$ cat src/rtl/mstat_pkg.sv
// Shared constants for the master status aggregator: register addresses
// and the position of each flag in the status word.
package mstat_pkg;
    localparam logic [7:0] STAT_ADDR = 8'h08;
    localparam logic [7:0] MASK_ADDR = 8'h09;
    localparam int         BIT_SEC   = 0;
    localparam int         BIT_SAT   = 1;
    localparam int         BIT_TST   = 2;
    localparam int         NUM_LAT   = 2;
endpackage

$ cat src/rtl/mstat_sec_gen.sv
// One-second boundary generator. Counts reference ticks and emits a
// one-cycle boundary pulse on every SEC_TICKS-th tick.
// Assumes ref_tick_i is a one-cycle enable in the clk domain.
module mstat_sec_gen #(
    parameter int SEC_TICKS = 16
) (
    input  logic clk,
    input  logic rst_n,
    input  logic ref_tick_i,
    output logic boundary_o
);
    localparam int CNT_W = (SEC_TICKS > 2) ? $clog2(SEC_TICKS) : 1;
    localparam logic [CNT_W-1:0] LAST = CNT_W'(SEC_TICKS - 1);

    logic [CNT_W-1:0] cnt_q;
    logic             at_last;

    assign at_last    = (cnt_q == LAST);
    assign boundary_o = ref_tick_i & at_last;

    // Advance the tick counter, wrapping at the end of the period.
    always_ff @(posedge clk) begin
        if (!rst_n)          cnt_q <= '0;
        else if (ref_tick_i) cnt_q <= at_last ? '0 : cnt_q + 1'b1;
    end
endmodule

$ cat src/rtl/mstat_tst_det.sv
// Tester change detector. Flags a change in sync state, a bit error or a
// counter overflow, gated by the tester's interrupt enable. Output is
// combinational (real-time), not latched.
module mstat_tst_det (
    input  logic clk,
    input  logic rst_n,
    input  logic en_i,
    input  logic sync_i,
    input  logic bit_err_i,
    input  logic bcnt_ovf_i,
    input  logic ecnt_ovf_i,
    output logic chg_o
);
    logic sync_q;

    // Remember last cycle's sync level for change detection.
    always_ff @(posedge clk) begin
        if (!rst_n) sync_q <= 1'b0;
        else        sync_q <= sync_i;
    end

    // Form the enabled change indication.
    always_comb begin
        chg_o = en_i & ((sync_i ^ sync_q) | bit_err_i | bcnt_ovf_i | ecnt_ovf_i);
    end
endmodule

$ cat src/rtl/mstat_latch.sv
// Bank of clear-on-read event latches. A set in the same cycle as a clear
// wins, so no event is lost.
module mstat_latch #(
    parameter int W = 2
) (
    input  logic         clk,
    input  logic         rst_n,
    input  logic [W-1:0] set_i,
    input  logic         clr_i,
    output logic [W-1:0] q_o
);
    for (genvar i = 0; i < W; i++) begin : g_bit
        logic q;
        // Hold, clear on read, set on event (set has priority).
        always_ff @(posedge clk) begin
            if (!rst_n) q <= 1'b0;
            else        q <= (q & ~clr_i) | set_i[i];
        end
        assign q_o[i] = q;
    end
endmodule

$ cat src/rtl/mstat_hub.sv
// Master status and interrupt aggregator (top). Builds the status word from
// latched and real-time flags, holds the interrupt mask and decodes host
// accesses. Assumes single-cycle read/write strobes and DATA_W >= 3.
module mstat_hub #(
    parameter int ADDR_W    = 8,
    parameter int DATA_W    = 8,
    parameter int SEC_TICKS = 16,
    parameter int NUM_SAT   = 4
) (
    input  logic              clk,
    input  logic              rst_n,
    input  logic              ref_tick_i,
    input  logic [NUM_SAT-1:0] sat_i,
    input  logic              tst_en_i,
    input  logic              tst_sync_i,
    input  logic              tst_bit_err_i,
    input  logic              tst_bcnt_ovf_i,
    input  logic              tst_ecnt_ovf_i,
    input  logic [ADDR_W-1:0] host_addr_i,
    input  logic              host_rd_i,
    input  logic              host_wr_i,
    input  logic [DATA_W-1:0] host_wdata_i,
    output logic [DATA_W-1:0] host_rdata_o,
    output logic              irq_o
);
    import mstat_pkg::*;

    localparam logic [ADDR_W-1:0] A_STAT = ADDR_W'(STAT_ADDR);
    localparam logic [ADDR_W-1:0] A_MASK = ADDR_W'(MASK_ADDR);

    logic                sec_evt, tst_chg, sat_evt, stat_rd;
    logic [NUM_SAT-1:0]  sat_q;
    logic [NUM_LAT-1:0]  lat_set, lat_q;
    logic [DATA_W-1:0]   stat_word, mask_q, rdata_q;

    mstat_sec_gen #(.SEC_TICKS(SEC_TICKS)) u_sec (
        .clk(clk), .rst_n(rst_n), .ref_tick_i(ref_tick_i), .boundary_o(sec_evt)
    );

    mstat_tst_det u_tst (
        .clk(clk), .rst_n(rst_n), .en_i(tst_en_i), .sync_i(tst_sync_i),
        .bit_err_i(tst_bit_err_i), .bcnt_ovf_i(tst_bcnt_ovf_i),
        .ecnt_ovf_i(tst_ecnt_ovf_i), .chg_o(tst_chg)
    );

    // Previous saturation levels for rising-edge detection.
    always_ff @(posedge clk) begin
        if (!rst_n) sat_q <= '0;
        else        sat_q <= sat_i;
    end

    assign sat_evt = |(sat_i & ~sat_q);
    assign stat_rd = host_rd_i && (host_addr_i == A_STAT);

    // Route events onto their latch positions.
    always_comb begin
        lat_set          = '0;
        lat_set[BIT_SEC] = sec_evt;
        lat_set[BIT_SAT] = sat_evt;
    end

    mstat_latch #(.W(NUM_LAT)) u_lat (
        .clk(clk), .rst_n(rst_n), .set_i(lat_set), .clr_i(stat_rd), .q_o(lat_q)
    );

    // Assemble the visible status word.
    always_comb begin
        stat_word          = '0;
        stat_word[BIT_SEC] = lat_q[BIT_SEC];
        stat_word[BIT_SAT] = lat_q[BIT_SAT];
        stat_word[BIT_TST] = tst_chg;
    end

    // Interrupt mask register, host writable.
    always_ff @(posedge clk) begin
        if (!rst_n)                                 mask_q <= '0;
        else if (host_wr_i && host_addr_i == A_MASK) mask_q <= host_wdata_i;
    end

    // Capture read data on a read strobe.
    always_ff @(posedge clk) begin
        if (!rst_n)
            rdata_q <= '0;
        else if (host_rd_i) begin
            if (host_addr_i == A_STAT)      rdata_q <= stat_word;
            else if (host_addr_i == A_MASK) rdata_q <= mask_q;
            else                            rdata_q <= '0;
        end
    end

    assign host_rdata_o = rdata_q;
    assign irq_o        = |(stat_word & mask_q);
endmodule

$ cat config.mk
export PLATFORM = sky130hd
export DESIGN_NAME = mstat_hub
export DESIGN_NICKNAME = d
export VERILOG_FILES = /design/src/rtl/mstat_pkg.sv /design/src/rtl/mstat_sec_gen.sv /design/src/rtl/mstat_tst_det.sv /design/src/rtl/mstat_latch.sv /design/src/rtl/mstat_hub.sv
export SDC_FILE = /design/constraint.sdc
export NUM_CORES = 1
export LEC_CHECK = 0
export ABC_AREA = 1
export CAP_MARGIN = 10
export CORE_ASPECT_RATIO = 0.8
export CORE_MARGIN = 1
export CORE_UTILIZATION = 40
export DETAILED_ROUTE_END_ITERATION = 6
export PLACE_DENSITY_LB_ADDON = 0.3
export SLEW_MARGIN = 40
export SYNTH_ARGS = -nofsm -noshare
export SYNTH_HDL_FRONTEND = slang
export SYNTH_SLANG_ARGS = --single-unit
$ cat constraint.sdc
create_clock -name clk -period 1 [get_ports clk]
set_input_delay 0.2 -clock clk [delete_from_list [all_inputs] [get_ports clk]]
set_output_delay 0.2 -clock clk [all_outputs]
set_load 0.005 [all_outputs]
==> flow_summary.json <==
{
  "relSlewSlack_pct": 84.32,
  "crit_path_end": "irq_o",
  "fill_cells": 236,
  "cp.arrival_ns": 1.21,
  "firstDrtPassIters": 4,
  "synthAdderAreaFrac_pct": 1.079,
  "final_common_cell": "nand2_1",
  "ant_nets": 0,
  "final_cell_mix": "nand2_1 (35), nor2_1 (24), inv_1 (22)",
  "clock.fmax_mhz": 707.6,
  "worstPathRequired_ns": 0.80,
  "reg2reg_depth": 5,
  "synth-simple-area-share_pct": 32.69,
  "rrSetupSlack_ns": 0.05,
  "fin_crit_sh_pct": 141.3,
  "finalWirelength_microns": 3047,
  "drv_cap": 0,
  "rsz0062_at_grt": "true",
  "synth_compound_area_share_pct": 8.846,
  "num_rows": 17,
  "finalCriticalPeriod_ns": 1.413,
  "final_util_pct": 67.01,
  "cts_tree": "yes",
  "boundaryPins": 39,
  "worstSkewPairLatency_ns": 0.33,
  "cts.path.max_buffers": 2,
  "grt_overflow_total": 0,
  "fin_ws_ns": -0.4132,
  "drive_gt1_share_pct": 31.70,
  "die_height_microns": 50.17,
  "finalNetCount": 256,
  "setup_viol": 1,
  "p_leak_nw": 0.8722,
  "synth_cell_types": 20,
  "syn_area_sq_um": 1160,
  "numCtsBuffers": 3,
  "wire_per_inst_microns": 11.63,
  "worstReg2RegStart": "u_sec.cnt_q[0]$_SDFFE_PN0P_",
  "track_usage_pct": 20.49,
  "antenna_found_initial": 0,
  "violations": "negative setup slack",
  "core_sq_um": 2765,
  "start_kind": "register",
  "ir_worst_vdd_mv": 1.003,
  "skew_ns": 0.005627,
  "clkTransAtPathRegs_ns": 0.14,
  "r2r_end": "u_lat.g_bit[0].q$_SDFF_PN0_",
  "drtIter0Drc": 32,
  "p_per_area_nw_per_um2": 1009,
  "max_slew.worst_pin.slew_ns": 0.2349,
  "synth_top_family_by_area": "simple AND/OR/NAND/NOR gates",
  "status": "finished with violations",
  "syn_nets": 194,
  "grt_pass1_vias": 1228,
  "cts.htree.levels": 1,
  "cp_max_fo": 2,
  "cts-root-buf": "clkbuf_4",
  "layoutNonFillerInstCount": 262,
  "syn_avg_cell_area_sq_um": 7.116,
  "synth_seq_cells": 27,
  "maxSlewViolCount": 0,
  "yosysSeqAreaShare_pct": 46.60,
  "grt_pass1_wl_microns": 4974,
  "cp-end-kind": "primary output",
  "hold_path_class": "input port to register",
  "cts_sinks": 27,
  "place_congestion": 0.7769,
  "syn_to_final_growth_pct": 59.76,
  "io_buffers": 38,
  "startpoint": "u_tst.sync_q$_SDFF_PN0_",
  "hold_viol": 0,
  "die-area_sq_um": 3121,
  "drcViolationCount": 0,
  "path_class": "register to primary output",
  "start_util_pct": 41.95,
  "yosysWarnings": 0,
  "grt_max_degree": 16,
  "hpwl_microns": 2159,
  "synth-xor-area-share_pct": 0.7551,
  "diodes": 0,
  "viasPerCell": 4.752,
  "die_x_microns": 62.21,
  "dp.cells": 255,
  "vias": 1245,
  "synthCells": 163,
  "synth_mux_area_share_pct": 0
}
## cell families (layout without fill, tap and decap cells)
family,count (synthesis),after routing
simple gates,85,86
buf+inv,29,89
flops,27,27
compound gates,20,20
fa+ha+maj,1,1
xor+xnor,1,1
## flip-flops by register name, indices dropped and copies added (netlist names)
name / count
host_rdata_o: 8
mask_q: 8
sat_q: 4
u_sec.cnt_q: 4
u_lat.g_bit.q: 2
u_tst.sync_q: 1
## cell type report
class	count	area, sq um	area share [%]
Inverter	27	106.4	5.739
Tap cell	38	47.55	2.566
Clock inverter	1	5.005	0.2701
Clock buffer	3	22.52	1.215
Timing Repair Buffer	58	496.7	26.81
Sequential cell	27	556.8	30.05
Multi-Input combinational cell	108	618.1	33.36
## timing repair
| item | 4_1_cts | 5_1_grt |
|---|---|---|
| pin swaps | 12 | 11 |
| resized for setup | 68 | 28 |
| hold buffers | 0 | 0 |
| buffers inserted | 1 | 1 |
| setup endpoints to repair | 28 | 25 |
| gates cloned | 1 | 0 |
## metrics by stage
stage          worst slack (ns)  hold WS (ns)  power (mW)  TNS (ns)  area [sq um]
2_1_floorplan           0.06944        0.2935       1.218         0          1160
3_3_place_gp            -0.7964        0.4569       1.384    -10.00          1713
3_5_place_dp            -0.8381        0.4630       1.395    -10.72          1713
4_1_cts                 -0.4537        0.2432       1.861   -0.4728          1742
5_1_grt                 -0.5034        0.2755       1.960   -0.7260          1853
6_report                -0.4132        0.2350       1.869   -0.4132          1853
## critical path: stages, from the launching register on
cell and delay (ns):
dfxtp_2 0.35, inv_2 0.05, nand2_2 0.04, nand2_1 0.05, nor2_1 0.03, nor2_1 0.12
nand2_1 0.07, nand3_1 0.07, buf_2 0.11
## cells in the mapped netlist, drive strengths merged
library cell  instances  area share [%]
nand2                40              14
nor2                 32              12
dfxtp                27              47
inv                  25             8.1
a21oi                 9             3.9
nand3                 9             4.7
o21ai                 9             3.9
buf                   2            0.86
clkinv                2             1.1
nor3                  2            0.86
o22ai                 2             1.1
ha                    1             1.1
nand4                 1            0.54
nor3b                 1            0.65
xor2                  1            0.76
## worst min path at each step
stage	from	end	cells past startpoint
3_5_place_dp	host_rdata_o[3]$_SDFFE_PN0P_	host_rdata_o[3]$_SDFFE_PN0P_	2
2_1_floorplan	sat_i[0]	sat_q[0]$_SDFF_PN0_	2
6_report	ref_tick_i	u_sec.cnt_q[1]$_SDFFE_PN0P_	3
5_1_grt	ref_tick_i	u_sec.cnt_q[1]$_SDFFE_PN0P_	3
4_1_cts	tst_sync_i	u_tst.sync_q$_SDFF_PN0_	3
3_3_place_gp	host_rdata_o[4]$_SDFFE_PN0P_	host_rdata_o[4]$_SDFFE_PN0P_	2
## report_power, final
group	internal [mW]	total [mW]	switching (mW)	leakage, nW
combinational	0.158	0.282	0.124	0.629
clock	0.150	0.470	0.320	0.0177
sequential	1.10	1.12	0.0182	0.225
## metal layers
metal	wire length, microns	vias up	GRT usage (%)
met2	1534	40	39.74
met3	153	12	4.773
met4	85	0	9.302
met1	1272	570	21.10
met5	0	-	0
li1	-	623	-
Power figures use the tool's default switching activity.
